$ cat src/rtl/ministep_pkg.sv
package ministep_pkg;
  localparam int DATA_W  = 32;
  localparam int NIB_W   = 4;
  localparam int INSN_W  = 4 * NIB_W;
  localparam int IMM_W   = 16;
  localparam int REG_CNT = 16;
  localparam int IDX_W   = $clog2(REG_CNT);

  // Major / minor opcode values (op1 / op2 nibbles)
  localparam logic [NIB_W-1:0] GRP_ARITH = 4'd4;
  localparam logic [NIB_W-1:0] GRP_MOVE  = 4'd5;
  localparam logic [NIB_W-1:0] SUB_ADD   = 4'd0;
  localparam logic [NIB_W-1:0] SUB_ADDP  = 4'd1;
  localparam logic [NIB_W-1:0] SUB_ADDI  = 4'd2;
  localparam logic [NIB_W-1:0] SUB_PAIR  = 4'd2;
  localparam logic [NIB_W-1:0] SUB_IDX   = 4'd3;
  localparam logic [NIB_W-1:0] SUB_NEXT  = 4'd4;

  typedef enum logic [1:0] {
    WB_SUM  = 2'd0,
    WB_COPY = 2'd1,
    WB_IDX  = 2'd2,
    WB_NEXT = 2'd3
  } wbSel_e;

  typedef struct packed {
    logic   wrMain;   // write port to dest
    logic   wrPair;   // write port to dest+1
    wbSel_e wbSel;    // dest write data source
    logic   useImm;   // adder uses src + immediate
    logic   flagWr;   // update four flags
    logic   illegal;  // unrecognised opcode
  } ctrl_t;
endpackage

$ cat src/rtl/ms_control.sv
module ms_control
  import ministep_pkg::*;
#(
  parameter int OP_W = NIB_W
) (
  input  logic            instrValid,
  input  logic [OP_W-1:0] opMajor,
  input  logic [OP_W-1:0] opMinor,
  output ctrl_t           ctrl
);
  always_comb begin
    ctrl = '{wrMain: 1'b0, wrPair: 1'b0, wbSel: WB_SUM,
             useImm: 1'b0, flagWr: 1'b0, illegal: 1'b0};
    if (instrValid) begin
      unique case (opMajor)
        GRP_ARITH: begin
          unique case (opMinor)
            SUB_ADD, SUB_ADDP: begin
              ctrl.wrMain = 1'b1;
              ctrl.flagWr = 1'b1;
            end
            SUB_ADDI: begin
              ctrl.wrMain = 1'b1;
              ctrl.useImm = 1'b1;
            end
            default: ctrl.illegal = 1'b1;
          endcase
        end
        GRP_MOVE: begin
          unique case (opMinor)
            SUB_PAIR: begin
              ctrl.wrMain = 1'b1;
              ctrl.wrPair = 1'b1;
              ctrl.wbSel  = WB_COPY;
            end
            SUB_IDX: begin
              ctrl.wrMain = 1'b1;
              ctrl.wbSel  = WB_IDX;
            end
            SUB_NEXT: begin
              ctrl.wrMain = 1'b1;
              ctrl.wbSel  = WB_NEXT;
            end
            default: ctrl.illegal = 1'b1;
          endcase
        end
        default: ctrl.illegal = 1'b1;
      endcase
    end
  end
endmodule

$ cat src/rtl/ms_datapath.sv
module ms_datapath
  import ministep_pkg::*;
#(
  parameter int DW   = DATA_W,
  parameter int RCNT = REG_CNT,
  parameter int IW   = IMM_W,
  localparam int XW  = $clog2(RCNT)
) (
  input  logic          clk,
  input  logic          rst_n,
  input  ctrl_t         ctrl,
  input  logic [XW-1:0] dstIdx,
  input  logic [XW-1:0] srcIdx,
  input  logic [IW-1:0] immWord,
  input  logic [XW-1:0] dbgSel,
  output logic [DW-1:0] dbgData,
  output logic [DW-1:0] wbData,
  output logic          flagNeg,
  output logic          flagZero,
  output logic          flagOvf,
  output logic          flagCarry,
  output logic          illegalOp
);
  logic [DW-1:0] regs    [RCNT];
  logic [DW-1:0] regNext [RCNT];

  logic [XW-1:0] srcNext;
  logic [XW-1:0] dstNext;
  logic [DW-1:0] dstVal, srcVal, srcNextVal;
  logic [DW-1:0] opA, opB, immExt, sum;
  logic [DW:0]   sumWide;
  logic          carryOut, ovfOut;

  assign srcNext    = srcIdx + 1'b1;   // wraps modulo RCNT
  assign dstNext    = dstIdx + 1'b1;
  assign dstVal     = regs[dstIdx];
  assign srcVal     = regs[srcIdx];
  assign srcNextVal = regs[srcNext];
  assign dbgData    = regs[dbgSel];

  // Adder: register form uses dest+src, immediate form src+imm
  assign immExt  = {{(DW-IW){immWord[IW-1]}}, immWord};
  assign opA     = ctrl.useImm ? srcVal : dstVal;
  assign opB     = ctrl.useImm ? immExt : srcVal;
  assign sumWide = {1'b0, opA} + {1'b0, opB};
  assign sum     = sumWide[DW-1:0];
  assign carryOut = sumWide[DW];
  assign ovfOut   = (opA[DW-1] == opB[DW-1]) && (sum[DW-1] != opA[DW-1]);

  always_comb begin
    unique case (ctrl.wbSel)
      WB_SUM:  wbData = sum;
      WB_COPY: wbData = srcVal;
      WB_IDX:  wbData = {{(DW-XW){1'b0}}, srcIdx};
      WB_NEXT: wbData = srcNextVal;
      default: wbData = sum;
    endcase
  end

  // Next-state per register: dest port wins, pair port hits dest+1
  for (genvar g = 0; g < RCNT; g++) begin : g_reg
    always_comb begin
      regNext[g] = regs[g];
      if (ctrl.wrPair && (dstNext == XW'(g)))
        regNext[g] = srcNextVal;
      if (ctrl.wrMain && (dstIdx == XW'(g)))
        regNext[g] = wbData;
    end
  end

  always_ff @(posedge clk) begin
    if (!rst_n) begin
      for (int i = 0; i < RCNT; i++) regs[i] <= '0;
    end else begin
      for (int i = 0; i < RCNT; i++) regs[i] <= regNext[i];
    end
  end

  always_ff @(posedge clk) begin
    if (!rst_n) begin
      flagNeg   <= 1'b0;
      flagZero  <= 1'b0;
      flagOvf   <= 1'b0;
      flagCarry <= 1'b0;
      illegalOp <= 1'b0;
    end else begin
      illegalOp <= ctrl.illegal;
      if (ctrl.flagWr) begin
        flagNeg   <= sum[DW-1];
        flagZero  <= (sum == '0);
        flagOvf   <= ovfOut;
        flagCarry <= carryOut;
      end
    end
  end
endmodule

$ cat src/rtl/ministep_core.sv
module ministep_core
  import ministep_pkg::*;
(
  input  logic              clk,
  input  logic              rst_n,
  input  logic              instrValid,
  input  logic [INSN_W-1:0] instrWord,
  input  logic [IMM_W-1:0]  immWord,
  input  logic [IDX_W-1:0]  dbgSel,
  output logic [DATA_W-1:0] dbgData,
  output logic              flagNeg,
  output logic              flagZero,
  output logic              flagOvf,
  output logic              flagCarry,
  output logic              illegalOp
);
  ctrl_t             ctrlBus;
  logic [DATA_W-1:0] wbData;
  logic [NIB_W-1:0]  opMajor, opMinor;
  logic [IDX_W-1:0]  dstIdx, srcIdx;

  assign opMajor = instrWord[4*NIB_W-1 -: NIB_W];
  assign opMinor = instrWord[3*NIB_W-1 -: NIB_W];
  assign dstIdx  = instrWord[2*NIB_W-1 -: IDX_W];
  assign srcIdx  = instrWord[NIB_W-1   -: IDX_W];

  ms_control #(.OP_W(NIB_W)) u_ctl (
    .instrValid (instrValid),
    .opMajor    (opMajor),
    .opMinor    (opMinor),
    .ctrl       (ctrlBus)
  );

  ms_datapath #(.DW(DATA_W), .RCNT(REG_CNT), .IW(IMM_W)) u_dp (
    .clk       (clk),
    .rst_n     (rst_n),
    .ctrl      (ctrlBus),
    .dstIdx    (dstIdx),
    .srcIdx    (srcIdx),
    .immWord   (immWord),
    .dbgSel    (dbgSel),
    .dbgData   (dbgData),
    .wbData    (wbData),
    .flagNeg   (flagNeg),
    .flagZero  (flagZero),
    .flagOvf   (flagOvf),
    .flagCarry (flagCarry),
    .illegalOp (illegalOp)
  );
endmodule

$ cat config.mk
export PLATFORM = sky130hd
export DESIGN_NAME = ministep_core
export DESIGN_NICKNAME = d
export VERILOG_FILES = /design/src/rtl/ministep_pkg.sv /design/src/rtl/ms_control.sv /design/src/rtl/ms_datapath.sv /design/src/rtl/ministep_core.sv
export SDC_FILE = /design/constraint.sdc
export NUM_CORES = 2
export LEC_CHECK = 0
export BUFFER_PORTS_ARGS = -buffer_cell sky130_fd_sc_hd__buf_2
export CELL_PAD_IN_SITES_DETAIL_PLACEMENT = 1
export CELL_PAD_IN_SITES_GLOBAL_PLACEMENT = 1
export CORE_MARGIN = 2
export CORE_UTILIZATION = 27
export CTS_BUF_LIST = sky130_fd_sc_hd__clkbuf_4 sky130_fd_sc_hd__clkbuf_8
export DETAILED_ROUTE_END_ITERATION = 8
export HOLD_SLACK_MARGIN = 0.05
export PLACE_DENSITY_LB_ADDON = 0.1
export SYNTH_ARGS = -nofsm -noshare
export SYNTH_HDL_FRONTEND = slang
export SYNTH_SLANG_ARGS = --single-unit
$ cat constraint.sdc
create_clock -name clk -period 8.33 [get_ports clk]
set_clock_uncertainty 0.05 [all_clocks]
set_input_delay 0.833 -clock clk [delete_from_list [all_inputs] [get_ports clk]]
set_output_delay 0.833 -clock clk [all_outputs]
set_load 0.1 [all_outputs]
==> qor.yml <==
final_layout:
  num-fill-cells: 15700
  multi_input_area_um2: 23400
  nets: 3094
  area_growth_syn_to_layout_pct: 12.4
  seq_area_um2: 15500
  drive_above_1_share: 0.344
clock_network:
  cts.sinks: 517
  cts_tree: "built"
  worstSkewPairLatency_ns: 0.86
  path_clk_slew_ns: 0.06
  cts-root-buf: "clkbuf_8"
  cts_inserted_buffers: 106
  htree_num_levels: 3
  clockBufferDepth: 3
  cts_resized: 0
  hold_buffers: 0
  post-cts-setup-buffers: 0
yosys:
  synth-compound-area-share: 0.119
  synth_cells: 3101
  synth_top_family_by_area: "multiplexers"
  async_flop_share: 0
  syn-mean-instance-area_um2: 12.9
  ys_warn_count: 0
  synth.net_count: 3174
  synth_adder_area_share: 0.0108
  synthSimpleGateAreaFrac: 0.0785
  yosys_register_bits: 517
  synth.distinct_cells: 68
  synth_edf_count: 512
  synth.top_cell.area_share: 0.384
  synthMuxAreaShare: 0.356
  synth_top_area_cell: "edfxtp_1"
  synth_commonest_cells: "mux4_2 (632), edfxtp_1 (512), nor2_1 (342), nand2_1 (323), a211oi_1 (295)"
  synthXorXnorAreaFrac: 0.00765
  seq_area_frac_synth: 0.386
  synth_area_um2: 40100
  netlist_top_cells_area: "edfxtp_1 (38%), mux4_2 (36%), a211oi_1 (5.5%), nor2_1 (3.2%), nand2_1 (3.0%)"
  synth-main-ff-cell: "edfxtp_1"
  yosys.cell_count.top_type: "mux4_2"
min_path:
  hold_depth: 2
  hold_path.class: "in2reg"
  min_from: "instrValid"
  min_to: "u_dp.illegalOp$_SDFF_PN0_"
grt:
  antenna_found_initial: 12
  grt_max_degree: 89
  grt_use_total: 0.272
  grt_pass1_vias: 33500
  gr-total-overflow: 0
  grt_pass1_wl_um: 285000
floorplan:
  rows: 141
  dieArea_um2: 152000
  die_h_um: 389
  core_area_um2: 147000
  die-width_um: 389
  ioPinCount: 76
  start_util: 0.272
timing:
  final.setup.tns_ns: 0
  fin_crit_ns: 6.45
  clock.fmax_ghz: 0.155
  hold_viol_final: 0
  maxSlewHeadroom: 0.0352
  fin_crit_sh: 0.774
  worst_pin_slew_ns: 1.45
  final_max_slew_viol_count: 0
  rsz0062_at_grt: "no"
  fin_ws_ns: 1.88
  setup_viol: 0
power:
  powerDensity_nw_per_um2: 205
  p_leak_nw: 14.6
  peakVddDrop_mv: 0.132
route:
  via_per_inst: 6.58
  wl_per_cell_um: 41.5
  final_antenna_net_count: 0
  vias: 33200
  drt_iter0_markers: 4713
  routed_wl_um: 209000
  drc: 0
  first_pass_iters: 7
critical_path:
  arrival_ns: 7.16
  critPathRequiredTime_ns: 9.04
  path_cells: "buf_2 > nand2b_1 > nor3_1 > and2_4 > buf_4 > nand2_1 > nand2_1 > ha_1 > o21ai_0 > or4_1 > a2111oi_0 > nand4_1 > nor4_1 > nand4b_1 > nor4_1 > nand4_1 > o31ai_1"
  regToRegStartpoint: "u_dp.regs[0][0]$_SDFFCE_PN0P_"
  critPathKind: "in2reg"
  timing.rr.end: "u_dp.flagZero$_SDFFE_PN0P_"
  cpPeakStageDelay_ns: 0.69
  crit_fanout: 24
  path_buf_inv: 2
  start_kind: "input port"
  cp_top_family: "simple AND/OR/NAND/NOR gates"
  worstSetupEndpointType: "flop"
  r2r_cells: 16
  r2r_slack_ns: 2.39
  slowest_stage: "a2111oi_0"
flow_run:
  cap_violations: 0
placed_design:
  numPortBuffers: 75
  gp_congestion: 0.851
  pre_cts_slack_ns: 1.06
  hpwl_um: 120000
outcome:
  outcome: "finished clean"
where the power goes:
part | leakage, nW | total [mW] | switching, mW | internal, mW
clock | 1.14 | 2.94 | 1.34 | 1.61
sequential | 5.31 | 3.19 | 0.147 | 3.05
combinational | 8.15 | 3.10 | 2.00 | 1.10
worst max path at each step:
stage / cells after the start / end / startpoint
after detailed placement: 17 / u_dp.flagZero$_SDFFE_PN0P_ / instrWord[10]
after CTS: 17 / u_dp.flagZero$_SDFFE_PN0P_ / instrWord[10]
after floorplan: 19 / u_dp.regs[10][30]$_SDFFCE_PN0P_ / instrWord[4]
after global routing: 17 / u_dp.flagZero$_SDFFE_PN0P_ / instrWord[10]
final: 17 / u_dp.flagZero$_SDFFE_PN0P_ / instrWord[10]
after global placement: 17 / u_dp.flagZero$_SDFFE_PN0P_ / instrWord[10]
area by class of cell:
class                           count  area share
Tap cell                         1930      0.0536
Clock inverter                     60      0.0118
Clock buffer                      130      0.0367
Timing Repair Buffer              193      0.0316
Inverter                           37     0.00308
Multi-Input combinational cell   2166       0.519
Sequential cell                   517       0.344
Antenna cell                        2    0.000111
cells in the final DEF, fill, tap and decap left out, drive strengths merged, types with 20 or more instances in the layout:
cell type | synthesis | layout
a211oi | 295 | 295
a21oi | 70 | 70
a222oi | 20 | 20
buf | 110 | 193
clkbuf | 271 | 130
clkinv | 0 | 45
edfxtp | 512 | 512
ha | 33 | 33
inv | 37 | 38
mux4 | 632 | 632
nand2 | 323 | 323
nor2 | 342 | 342
o21ai | 48 | 48
o22ai | 192 | 192
or3 | 20 | 20
layer usage:
metal,up-vias,routed length [um],global-route usage
li1,12700,-,-
met1,17700,82600,0.354
met2,2177,96400,0.430
met3,482,19700,0.0627
met4,6,9990,0.123
met5,-,47,0.00223
stage by stage:
step | hold slack, ns | std cells | total power, mW | util | cell area, um^2
after floorplan | 0.831 | 3101 | 5.29 | - | 40100
after global placement | 0.496 | 4843 | 6.25 | 0.290 | 42800
after detailed placement | 0.513 | 4843 | 6.31 | 0.290 | 42800
after CTS | 0.152 | 5033 | 9.26 | 0.305 | 45000
after global routing | 0.223 | 5034 | 9.57 | 0.305 | 45000
final | 0.222 | 5035 | 9.24 | 0.305 | 45000
registers in the layout, summed over array words and instances (netlist names):
signal          count
u_dp.illegalOp      1
u_dp.flagOvf        1
u_dp.regs         512
u_dp.flagNeg        1
u_dp.flagZero       1
u_dp.flagCarry      1
logic make-up after synthesis:
family                     after synthesis
AOI/OAI and AO/OA                      690
xor gates and xnor gates                35
adders and majority gates               34
buffers and inverters                  418
DFF                                    517
muxes                                  635
and+or+nand+nor                        772
Power figures use the tool's default switching activity.
